[config.mk]
export PLATFORM = sky130hd
export DESIGN_NAME = cmp_wrap
export DESIGN_NICKNAME = d
export VERILOG_FILES = /design/src/rtl/cmp_pkg.sv /design/src/rtl/cmp_sync.sv /design/src/rtl/cmp_edge.sv /design/src/rtl/cmp_regs.sv /design/src/rtl/cmp_wrap.sv
export SDC_FILE = /design/constraint.sdc
export NUM_CORES = 1
export LEC_CHECK = 0
export ABC_AREA = 1
export BUFFER_PORTS_ARGS = -buffer_cell sky130_fd_sc_hd__buf_4
export CAP_MARGIN = 30
export CORE_AREA = 4 4 52 54
export CTS_CLUSTER_DIAMETER = 150
export DETAILED_ROUTE_END_ITERATION = 8
export DIE_AREA = 0 0 56 58
export PLACE_DENSITY_LB_ADDON = 0.15
export SYNTH_ARGS = -nofsm -noshare
export SYNTH_HDL_FRONTEND = slang
export SYNTH_SLANG_ARGS = --single-unit
[constraint.sdc]
create_clock -name clk -period 1.25 [get_ports clk]
set_input_delay 0.25 -clock clk [delete_from_list [all_inputs] [get_ports clk]]
set_output_delay 0.25 -clock clk [all_outputs]
set_load 0.005 [all_outputs]
[src/rtl/cmp_pkg.sv]
package cmp_pkg;

   typedef enum logic [1:0] {
      MODE_ANY  = 2'b00,
      MODE_NONE = 2'b01,
      MODE_FALL = 2'b10,
      MODE_RISE = 2'b11
   } edge_mode_e;

   localparam int REG_W = 8;
   localparam int B_OFF = 7;
   localparam int B_REF = 6;
   localparam int B_OUT = 5;
   localparam int B_FLG = 4;
   localparam int B_IE  = 3;
   localparam int B_CAP = 2;

endpackage

[src/rtl/cmp_sync.sv]
module cmp_sync #(
   parameter int STAGES = 2
) (
   input  logic clk,
   input  logic rst_n,
   input  logic async_i,
   output logic sync_o
);

   generate
      if (STAGES < 2) begin : g_bad
         $error("cmp_sync: STAGES must be at least 2");
      end
   endgenerate

   logic [STAGES-1:0] chain;

   always_ff @(posedge clk or negedge rst_n) begin
      if (!rst_n) chain <= '0;
      else        chain <= {chain[STAGES-2:0], async_i};
   end

   assign sync_o = chain[STAGES-1];

endmodule

[src/rtl/cmp_edge.sv]
module cmp_edge
   import cmp_pkg::*;
(
   input  logic       clk,
   input  logic       rst_n,
   input  logic       samp,
   input  logic       off,
   input  edge_mode_e mode,
   output logic       hit
);

   logic prev;
   logic rise, fall;

   always_ff @(posedge clk or negedge rst_n) begin
      if (!rst_n) prev <= 1'b0;
      else        prev <= samp;
   end

   assign rise = samp & ~prev;
   assign fall = ~samp & prev;

   always_comb begin
      unique case (mode)
         MODE_ANY:  hit = rise | fall;
         MODE_FALL: hit = fall;
         MODE_RISE: hit = rise;
         default:   hit = 1'b0;
      endcase
      if (off) hit = 1'b0;
   end

endmodule

[src/rtl/cmp_regs.sv]
module cmp_regs
   import cmp_pkg::*;
(
   input  logic             clk,
   input  logic             rst_n,
   input  logic             we,
   input  logic [REG_W-1:0] wdata,
   input  logic             hit,
   input  logic             ack,
   input  logic             out_bit,
   output logic [REG_W-1:0] rdata,
   output logic             off,
   output logic             refsel,
   output logic             ie,
   output logic             cap,
   output edge_mode_e       mode,
   output logic             flag
);

   logic unused_wbit;
   logic sw_clr;

   assign unused_wbit = wdata[B_OUT];
   assign sw_clr      = we & wdata[B_FLG];

   always_ff @(posedge clk or negedge rst_n) begin
      if (!rst_n) begin
         off    <= 1'b0;
         refsel <= 1'b0;
         ie     <= 1'b0;
         cap    <= 1'b0;
         mode   <= MODE_ANY;
      end else if (we) begin
         off    <= wdata[B_OFF];
         refsel <= wdata[B_REF];
         ie     <= wdata[B_IE];
         cap    <= wdata[B_CAP];
         mode   <= edge_mode_e'(wdata[1:0]);
      end
   end

   always_ff @(posedge clk or negedge rst_n) begin
      if (!rst_n)              flag <= 1'b0;
      else if (hit)            flag <= 1'b1;
      else if (ack || sw_clr)  flag <= 1'b0;
   end

   always_comb begin
      rdata        = '0;
      rdata[B_OFF] = off;
      rdata[B_REF] = refsel;
      rdata[B_OUT] = out_bit;
      rdata[B_FLG] = flag;
      rdata[B_IE]  = ie;
      rdata[B_CAP] = cap;
      rdata[1:0]   = mode;
   end

endmodule

[src/rtl/cmp_wrap.sv]
module cmp_wrap
   import cmp_pkg::*;
#(
   parameter int SYNC_STAGES = 2,
   parameter int SEL_W       = 5,
   parameter int CHAN_W      = 3
) (
   input  logic              clk,
   input  logic              rst_n,
   input  logic              cmp_raw,
   input  logic              reg_we,
   input  logic [REG_W-1:0]  reg_wdata,
   output logic [REG_W-1:0]  reg_rdata,
   input  logic              irq_ack,
   input  logic              gie,
   output logic              irq,
   output logic              pwr_down,
   output logic              pos_sel_ref,
   input  logic              mux_en,
   input  logic              adc_on,
   input  logic [SEL_W-1:0]  chan_sel,
   output logic              neg_sel_adc,
   output logic [CHAN_W-1:0] neg_chan,
   output logic              cap_trig
);

   logic       samp, hit, off, refsel, ie, cap, flag;
   edge_mode_e mode;
   logic       mux_ok;

   cmp_sync #(.STAGES(SYNC_STAGES)) u_sync (
      .clk(clk), .rst_n(rst_n), .async_i(cmp_raw), .sync_o(samp)
   );

   cmp_edge u_edge (
      .clk(clk), .rst_n(rst_n), .samp(samp), .off(off), .mode(mode), .hit(hit)
   );

   cmp_regs u_regs (
      .clk(clk), .rst_n(rst_n), .we(reg_we), .wdata(reg_wdata), .hit(hit),
      .ack(irq_ack), .out_bit(samp), .rdata(reg_rdata), .off(off),
      .refsel(refsel), .ie(ie), .cap(cap), .mode(mode), .flag(flag)
   );

   assign irq         = flag & ie & gie;
   assign pwr_down    = off;
   assign pos_sel_ref = refsel;
   assign cap_trig    = cap & samp;

   generate
      if (SEL_W < CHAN_W) begin : g_bad
         $error("cmp_wrap: SEL_W must not be narrower than CHAN_W");
      end else if (SEL_W > CHAN_W) begin : g_wide
         assign mux_ok = mux_en & ~adc_on & ~|chan_sel[SEL_W-1:CHAN_W];
      end else begin : g_exact
         assign mux_ok = mux_en & ~adc_on;
      end
   endgenerate

   assign neg_sel_adc = mux_ok;
   assign neg_chan    = mux_ok ? chan_sel[CHAN_W-1:0] : '0;

endmodule

==> flow_summary.yaml, run 1 <==
global_route:
  grt-ovfl-total: 0
  antenna_found_initial: 0
  grt_pass1_vias: 444
  grt.total_usage_pct: 8.011
  grt_pass1_wl_um: 1994
  grt_max_degree: 11
placed_design:
  gp_congestion: 0.6965
  hpwl_um: 915.1
  port_buffers: 35
floorplanning:
  dieHeight_um: 58
  rows: 17
  die_w_um: 56
  core_sq_um: 2212
  initial_utilization_pct: 23.25
  ios: 37
  dieArea_sq_um: 3248
critical_path:
  crit_chain: "and3_1 -> buf_4"
  cp_slowest_cell: "dfrtp_1"
  critPathMaxFanout: 3
  crit_path_start_kind: "register"
  worstReg2RegEnd: "u_regs.flag$_DFFE_PN0P_"
  worst-r2r-cell-count: 5
  critPathArrivalTime_ns: 0.96
  cp_num_buf_inv: 1
  critPathMaxStageDelay_ns: 0.40
  r2r_slack_ns: 0.14
  setup.worst_path.class: "reg2out"
  cp.required_ns: 1.00
  worstSetupEndpointType: "output port"
  r2r-start: "u_sync.chain[1]$_DFF_PN0_"
  crit_family: "flip-flops"
drt:
  viasPerCell: 3.922
  vias: 455
  wl_per_cell_um: 9.793
  drc_errors: 0
  ant_nets: 0
  totalWireLength_um: 1136
  dr.pass1.iters: 2
  first_iter_violations: 18
min_path:
  min_path_cells: 1
  hold_path_class: "in2reg"
  min_from: "cmp_raw"
  whs_endpoint: "u_sync.chain[0]$_DFF_PN0_"
cells_and_area:
  area_growth_pct: 55.96
  fillCellCount: 246
  layout.nets: 112
  n_antenna_cell: 0
  drive_gt1_share_pct: 47.73
  utilization_pct: 36.26
clock_network:
  numClockSinks: 10
  clockBufferDepth: 2
  cts_buffers: 3
  clock_latency_ns: 0.26
  post_cts_buffers: 0
  clk_pin_slew_ns: 0.07
  cts_tree: "done"
  ctsHtreeMaxLevel: 1
  ctsRootBufferMaster: "clkbuf_4"
  cts_resized: 0
synthesis:
  synth_area_leader_cell: "dfrtp_1"
  post_synth_instance_area_sq_um: 514.2
  yosysTopAreaCellShare_pct: 48.66
  netlist_top_cells_count: "inv_1, dfrtp_1, nand2_1"
  synthTopCellsByArea: "dfrtp_1, buf_4, mux2_4, inv_1, nand2_1"
  synth_nets: 78
  ys_seq_area_share_pct: 48.66
  synth-seq-cells: 10
  ys_async_sr_fraction_pct: 100.0
  synthDistinctLibCells: 12
  avgSynthCellArea_sq_um: 9.350
  synth-edff-count: 0
  ys.flop_type: "dfrtp_1"
  synthesis.instances: 55
  yosysMostFrequentCell: "inv_1"
  synthesis.yosys.warnings: 0
timing:
  hold_violations: 0
  skew_ns: 0.005918
  fin_setup_tns_ns: 0
  rsz0062_at_grt: "true"
  finalSetupViolCount: 0
  fin_crit_sh_pct: 97.18
  slew_headroom_pct: 89.41
  period_needed_ns: 1.215
  slew_viol_final: 0
  worst_slew_pin_slew_ns: 0.1589
  fmax_mhz: 823.2
power:
  finalPower_uw: 834.0
  ir_drop_mv: 0.4833
  cellLeakagePower_nw: 0.4658
  p_per_area_nw_per_um2: 1040
status:
  status: "complete, no violations"
job:
  maxCapViolCount: 0
==> placed cells by master, fill, tap and decap left out, types with 2 or more instances in the layout <==
cell	n
o21ai_0	4
nor2_1	5
ha_1	2
mux2_4	3
nand2_1	9
nand3_1	2
inv_1	11
dfrtp_1	10
buf_4	35
clkbuf_4	3
==> worst register-to-register path, delay by kind of cell (launching register included) <==
family / cells / cell delay [ns]
buf+inv: 1 / 0.07
compound gates: 1 / 0.16
flops: 1 / 0.41
simple gates: 2 / 0.15
fa+ha+maj: 1 / 0.28
==> per-stage QoR <==
step | std cells | hold WS [ns] | instance area (sq um) | worst slack [ns]
floorplan | 55 | -0.04559 | 514.2 | 0.2166
global placement | 111 | 0.08966 | 755.7 | 0.1509
detailed placement | 111 | 0.08982 | 755.7 | 0.1253
CTS | 116 | 0.08010 | 802.0 | 0.02333
global route | 116 | 0.08417 | 802.0 | -0.01316
finish | 116 | 0.09666 | 802.0 | 0.03527
==> routing by layer <==
| metal | wire length, um | track usage, % | vias to the layer above |
|---|---|---|---|
| li1 | - | - | 224 |
| met1 | 452 | 9.447 | 203 |
| met2 | 529 | 12.02 | 28 |
| met3 | 154 | 4.009 | 0 |
| met4 | 0 | 4.068 | 0 |
| met5 | 0 | 0 | - |
==> layout make-up <==
class / instances / area [sq um] / area share [%]
clock buffers: 4 / 36.28 / 4.524
inverters: 11 / 41.29 / 5.148
multi-input cells: 27 / 166.4 / 20.75
flip-flops and latches: 10 / 250.2 / 31.20
well taps: 28 / 35.03 / 4.368
repair buffers: 36 / 272.8 / 34.01
==> kinds of logic (layout without fill, tap and decap cells) <==
| group | Yosys count | after routing | synth area share (%) |
|---|---|---|---|
| and+or+nand+nor | 18 | 18 | 14.84 |
| buffers and inverters | 18 | 51 | 18.98 |
| DFF | 10 | 10 | 48.66 |
| AOI/OAI and AO/OA | 4 | 4 | 3.893 |
| muxes | 3 | 3 | 8.759 |
| adders and majority gates | 2 | 2 | 4.865 |
==> flip-flops by register name, summed over array words and instances (netlist names) <==
| signal | flops |
|---|---|
| u_regs.mode | 2 |
| u_sync.chain | 2 |
| u_edge.prev | 1 |
| u_regs.cap | 1 |
| u_regs.flag | 1 |
| u_regs.ie | 1 |
| u_regs.off | 1 |
| u_regs.refsel | 1 |
==> where the power goes <==
| part | internal, mW | total, mW | switching (mW) | leakage [nW] |
|---|---|---|---|---|
| sequential | 0.353 | 0.375 | 0.0227 | 0.119 |
| clock | 0.177 | 0.285 | 0.108 | 0.0210 |
| combinational | 0.115 | 0.174 | 0.0593 | 0.326 |
| total | 0.644 | 0.834 | 0.190 | 0.466 |
==> how the worst max path moves through the flow <==
stage,slack (ns),cells past startpoint,to,from
after floorplan,0.22,5,u_regs.flag$_DFFE_PN0P_,u_sync.chain[1]$_DFF_PN0_
after global placement,0.15,5,u_regs.flag$_DFFE_PN0P_,u_sync.chain[1]$_DFF_PN0_
after detailed placement,0.13,5,u_regs.flag$_DFFE_PN0P_,u_sync.chain[1]$_DFF_PN0_
after CTS,0.02,2,irq,u_regs.flag$_DFFE_PN0P_
after global routing,-0.01,2,irq,u_regs.flag$_DFFE_PN0P_
final,0.04,2,irq,u_regs.flag$_DFFE_PN0P_
==> repair_timing <==
| item | 4_1_cts | 5_1_grt |
|---|---|---|
| endpoints found under the hold margin | 10 | 0 |
| hold buffers | 1 | 0 |
| setup endpoints to repair | 0 | 1 |
No activity file was read; power rests on OpenSTA's default activity.
==> run 2: changes to the inputs <==
- CELL_PAD_IN_SITES_DETAIL_PLACEMENT: unset -> 0
- CELL_PAD_IN_SITES_GLOBAL_PLACEMENT: unset -> 1
==> run 2 against run 1 <==
  * Non-clock buffer count is 2 higher
  * Critical path type unchanged
  * Final cell count is 1.7% higher
  * Critical path depth stayed put
  * Clock-buffer cell count stayed put
  * Largest cell class unchanged
  * First-iteration DRC count is 61% lower
  * Highest routed layer unchanged
  * Via count stayed put
  * Power is 1.6% higher
  * Fmax is 1.8% higher
  * Hold slack better by 0.0010 ns
==> flow_summary.yaml, run 2 (same netlist as run 1, synthesis figures left out) <==
status:
  status: "complete, no violations"
floorplanning:
  die_w_um: 56
  initial_utilization_pct: 23.25
  dieArea_sq_um: 3248
  rows: 17
  core_sq_um: 2212
  dieHeight_um: 58
  ios: 37
clock_network:
  clock_latency_ns: 0.26
  cts_buffers: 3
  clk_pin_slew_ns: 0.06
  ctsHtreeMaxLevel: 1
  ctsRootBufferMaster: "clkbuf_4"
  numClockSinks: 10
  clockBufferDepth: 2
  cts_tree: "done"
power:
  cellLeakagePower_nw: 0.4758
  switching_share_pct: 22.45
  p_comb_share_pct: 22.5
  ir_drop_mv: 0.5334
  finalPower_uw: 847.4
  p_seq_share_pct: 44.4
  intPower_uw: 657.1
  power.share.clock_pct: 33.1
  p_switching_uw: 190.3
  p_per_area_nw_per_um2: 1037
job:
  maxCapViolCount: 0
timing:
  hold_violations: 0
  period_needed_ns: 1.194
  finalWorstSetupSlack_ns: 0.05617
  skew_ns: 0.001486
  slew_headroom_pct: 90.13
  fin_crit_sh_pct: 95.51
  rsz0062_at_grt: "false"
  finalSetupViolCount: 0
  fmax_mhz: 837.6
  slew_viol_final: 0
  worst_slew_pin_slew_ns: 0.1480
  fin_setup_tns_ns: 0
critical_path:
  worst-r2r-cell-count: 5
  critPathArrivalTime_ns: 0.94
  setup.worst_path.class: "reg2out"
  cp.required_ns: 1.00
  worstSetupEndpointType: "output port"
  crit_path_start_kind: "register"
  critPathMaxFanout: 3
cells_and_area:
  final_common_cell: "buf_4"
  fillCellCount: 233
  reg_top3: "u_regs.mode x2, u_sync.chain x2"
  final_cells: 118
  layout.nets: 114
  area_growth_pct: 58.88
  drive_gt1_share_pct: 48.89
  final_cell_mix: "buf_4, inv_1, dfrtp_1"
  n_antenna_cell: 0
drt:
  totalWireLength_um: 1148
  dr.pass1.iters: 2
  wl_per_cell_um: 9.729
  first_iter_violations: 7
  viasPerCell: 3.856
  vias: 455
  ant_nets: 0
  drc_errors: 0
global_route:
  grt_pass1_wl_um: 1952
  grt.total_usage_pct: 7.689
  grt_pass1_vias: 482
  grt_max_degree: 11
  grt-ovfl-total: 0
  antenna_found_initial: 0
placed_design:
  hpwl_um: 965.1
  gp_congestion: 0.7387
  port_buffers: 35
  dp_cells: 112
  pre_cts_ws_ns: 0.1521
min_path:
  min_path_cells: 1
  hold_path_class: "in2reg"
[run 2: cell type report]
cell class	instances	area (sq um)	area share, %
clock buffers	4	36.28	4.441
inverters	11	41.29	5.054
multi-input cells	27	166.4	20.37
flip-flops and latches	10	250.2	30.63
well taps	28	35.03	4.288
repair buffers	38	287.8	35.22
[run 2: per-layer routing]
layer  share of wire (%)  GRT usage [%]  wire [um]
met5                   0              0          0
met4                   0          4.068          0
met3                  13          3.563        154
met2                  47          12.02        536
met1                  40          8.784        457
[run 2: final timing paths]
path / start / end / slack [ns]
min in group asynchronous: rst_n / u_sync.chain[0]$_DFF_PN0_ / 0.35
max reg2reg: u_sync.chain[1]$_DFF_PN0_ / u_regs.flag$_DFFE_PN0P_ / 0.14
max: u_regs.flag$_DFFE_PN0P_ / irq / 0.06
max in group asynchronous: rst_n / u_regs.ie$_DFFE_PN0P_ / 0.76
min reg2reg: u_sync.chain[0]$_DFF_PN0_ / u_sync.chain[1]$_DFF_PN0_ / 0.35
min: cmp_raw / u_sync.chain[0]$_DFF_PN0_ / 0.1
[run 2: timing repair]
action | in CTS | in global routing
gates resized for setup | 0 | 1
buffers inserted | 0 | 2
hold buffers | 1 | 0
endpoints found under the hold margin | 10 | 0
endpoints found under the setup margin | 0 | 2
[run 2: power by group through the flow]
stage          registers (mW)  clock network (mW)  logic (mW)
4_1_cts                 0.376               0.296       0.184
3_3_place_gp            0.381                   0       0.178
2_1_floorplan           0.378                   0      0.0869
6_report                0.376               0.280       0.191
5_1_grt                 0.381               0.314       0.215
3_5_place_dp            0.382                   0       0.181
[run 2: per-stage QoR]
stage | hold slack, ns | area [sq um] | util (%)
6_report | 0.09771 | 817.0 | 36.93
5_1_grt | 0.08200 | 817.0 | 36.93
4_1_cts | 0.08805 | 809.5 | 36.60
3_5_place_dp | 0.08407 | 763.2 | 34.50
3_3_place_gp | 0.08567 | 763.2 | 34.50
2_1_floorplan | -0.04559 | 514.2 | -
[run 2: worst max-delay path, cell delays in order (launching register included)]
cell and delay, ns:
dfrtp_1 0.40, and3_1 0.17, buf_4 0.13
==> run 3: changes to the inputs <==
- PLACE_DENSITY_LB_ADDON: 0.15 -> 0.1
- SLEW_MARGIN: unset -> 5
==> run 3 against run 2 <==
  * First-iteration DRC count down 57%
  * Largest power group unchanged
  * Register-to-register slack about the same
  * Hold slack better by 0.0047 ns
  * Fmax down 0.24%
  * Critical endpoint unchanged
  * Final cell count down 2.5%
  * Sequential power about the same
==> flow_summary.yaml, run 3 (same netlist as run 1, synthesis figures left out) <==
status:
  status: "complete, no violations"
cells_and_area:
  final_common_cell: "buf_4"
  final_cell_mix: "buf_4, inv_1, dfrtp_1"
  drive_gt1_share_pct: 47.13
  n_antenna_cell: 0
  area_growth_pct: 53.28
  stdcell_area_sq_um: 788.3
  layout.nets: 112
  reg_top3: "u_regs.mode x2, u_sync.chain x2"
  final_cells: 115
placed_design:
  dp_cells: 111
  gp_congestion: 0.6943
  hpwl_um: 915.2
  postPlaceCellArea_sq_um: 755.7
  port_buffers: 35
floorplanning:
  dieArea_sq_um: 3248
  initial_utilization_pct: 23.25
  core_sq_um: 2212
  dieHeight_um: 58
  rows: 17
  die_w_um: 56
  ios: 37
critical_path:
  cp.required_ns: 1.00
  critical_path.startpoint: "u_regs.flag$_DFFE_PN0P_"
  critPathArrivalTime_ns: 0.95
  r2r_slack_ns: 0.14
  cp_slowest_cell: "dfrtp_1"
  worstSetupEndpointType: "output port"
  cp-endpoint: "irq"
  worst-r2r-cell-count: 5
  r2r-start: "u_sync.chain[1]$_DFF_PN0_"
  crit_chain: "and3_1 -> buf_4"
  critPathMaxStageDelay_ns: 0.40
  setup.worst_path.class: "reg2out"
  critPathMaxFanout: 3
  crit_path_start_kind: "register"
  worstReg2RegEnd: "u_regs.flag$_DFFE_PN0P_"
power:
  p_seq_share_pct: 49.5
  switching_share_pct: 23.78
  p_comb_share_pct: 22.9
  cellLeakagePower_nw: 0.4586
  ir_drop_mv: 0.5391
  intPower_uw: 578.1
  power.share.clock_pct: 27.5
  p_per_area_nw_per_um2: 962.3
  p_switching_uw: 180.4
timing:
  whs_ns: 0.1025
  fin_crit_sh_pct: 95.73
  fmax_mhz: 835.6
  fin_setup_tns_ns: 0
  finalSetupViolCount: 0
  slew_viol_final: 0
  slew_headroom_pct: 90.57
  period_needed_ns: 1.197
  worst_slew_pin_slew_ns: 0.1399
  rsz0062_at_grt: "false"
  skew_ns: 0.002473
  hold_violations: 0
min_path:
  hold_path_class: "in2reg"
  min_from: "cmp_raw"
drt:
  wl_per_cell_um: 9.991
  totalWireLength_um: 1149
  ant_nets: 0
  viasPerCell: 3.783
  drc_errors: 0
  dr.pass1.iters: 3
  vias: 435
  first_iter_violations: 3
clock_network:
  clk_pin_slew_ns: 0.06
  clock_latency_ns: 0.25
  cts_tree: "done"
  post_cts_buffers: 0
  ctsRootBufferMaster: "clkbuf_4"
  ctsHtreeMaxLevel: 1
  numClockSinks: 10
  cts_buffers: 3
  clockBufferDepth: 2
global_route:
  grt_max_degree: 11
  grt-ovfl-total: 0
  grt_pass1_wl_um: 1925
  antenna_found_initial: 0
  grt_pass1_vias: 452
  grt.total_usage_pct: 7.682
job:
  maxCapViolCount: 0
[run 3: cell types whose count changed in the layout (fill, tap and decap cells not counted), sizes merged]
| cell | change |
|---|---|
| buf | -2 |
| clkbuf | -1 |
[run 3: layout make-up]
cell class	count	area (sq um)
sequential	10	250.2
fill	247	1424
timing repair buffer	36	272.8
inverter	11	41.29
tap	28	35.03
clock buffer	3	22.52
multi-input combinational	27	166.4
[run 3: through the flow]
step	total power [mW]	utilization (%)	worst slack [ns]
6_report	0.7585	35.63	0.05332
5_1_grt	0.8215	35.63	0.005345
4_1_cts	0.7830	35.63	0.03303
3_5_place_dp	0.5584	34.16	0.1305
3_3_place_gp	0.5565	34.16	0.1403
2_1_floorplan	0.4645	-	0.2166
[run 3: timing repair]
item | CTS | global route
resized for setup | 0 | 0
hold buffers | 1 | 0
endpoints found under the setup margin | 0 | 0
endpoints found under the hold margin | 10 | 0
[run 3: metal layers]
metal / global-route usage [%] / share of wire (%) / vias to the layer above
met1: 8.356 / 42 / 188
met3: 4.900 / 10 / 0
met2: 12.52 / 48 / 20
met4: 2.034 / 0 / 0
met5: 0 / 0 / -
li1: - / - / 227
[run 3: worst min-delay path by stage]
| stage | endpoint | cells after the start | slack, ns |
|---|---|---|---|
| final | u_sync.chain[0]$_DFF_PN0_ | 1 | 0.10 |
| after global placement | u_regs.ie$_DFFE_PN0P_ | 1 | 0.09 |
| after detailed placement | u_regs.ie$_DFFE_PN0P_ | 1 | 0.09 |
| after global routing | u_sync.chain[0]$_DFF_PN0_ | 1 | 0.08 |
| after floorplan | u_edge.prev$_DFF_PN0_ | 0 | -0.05 |
| after CTS | u_sync.chain[0]$_DFF_PN0_ | 1 | 0.09 |
[run 3: worst max-delay path, delay by kind of cell, from the launching register on]
kind	cells	cell delay (ns)
buf+inv	1	0.13
simple gates	1	0.17
flops	1	0.40
[run 3: power by group through the flow]
stage          clock [mW]  sequential [mW]  combinational [mW]
5_1_grt             0.246            0.380               0.195
6_report            0.209            0.376               0.174
4_1_cts             0.227            0.377               0.179
3_3_place_gp            0            0.382               0.175
2_1_floorplan           0            0.378              0.0869
3_5_place_dp            0            0.382               0.176
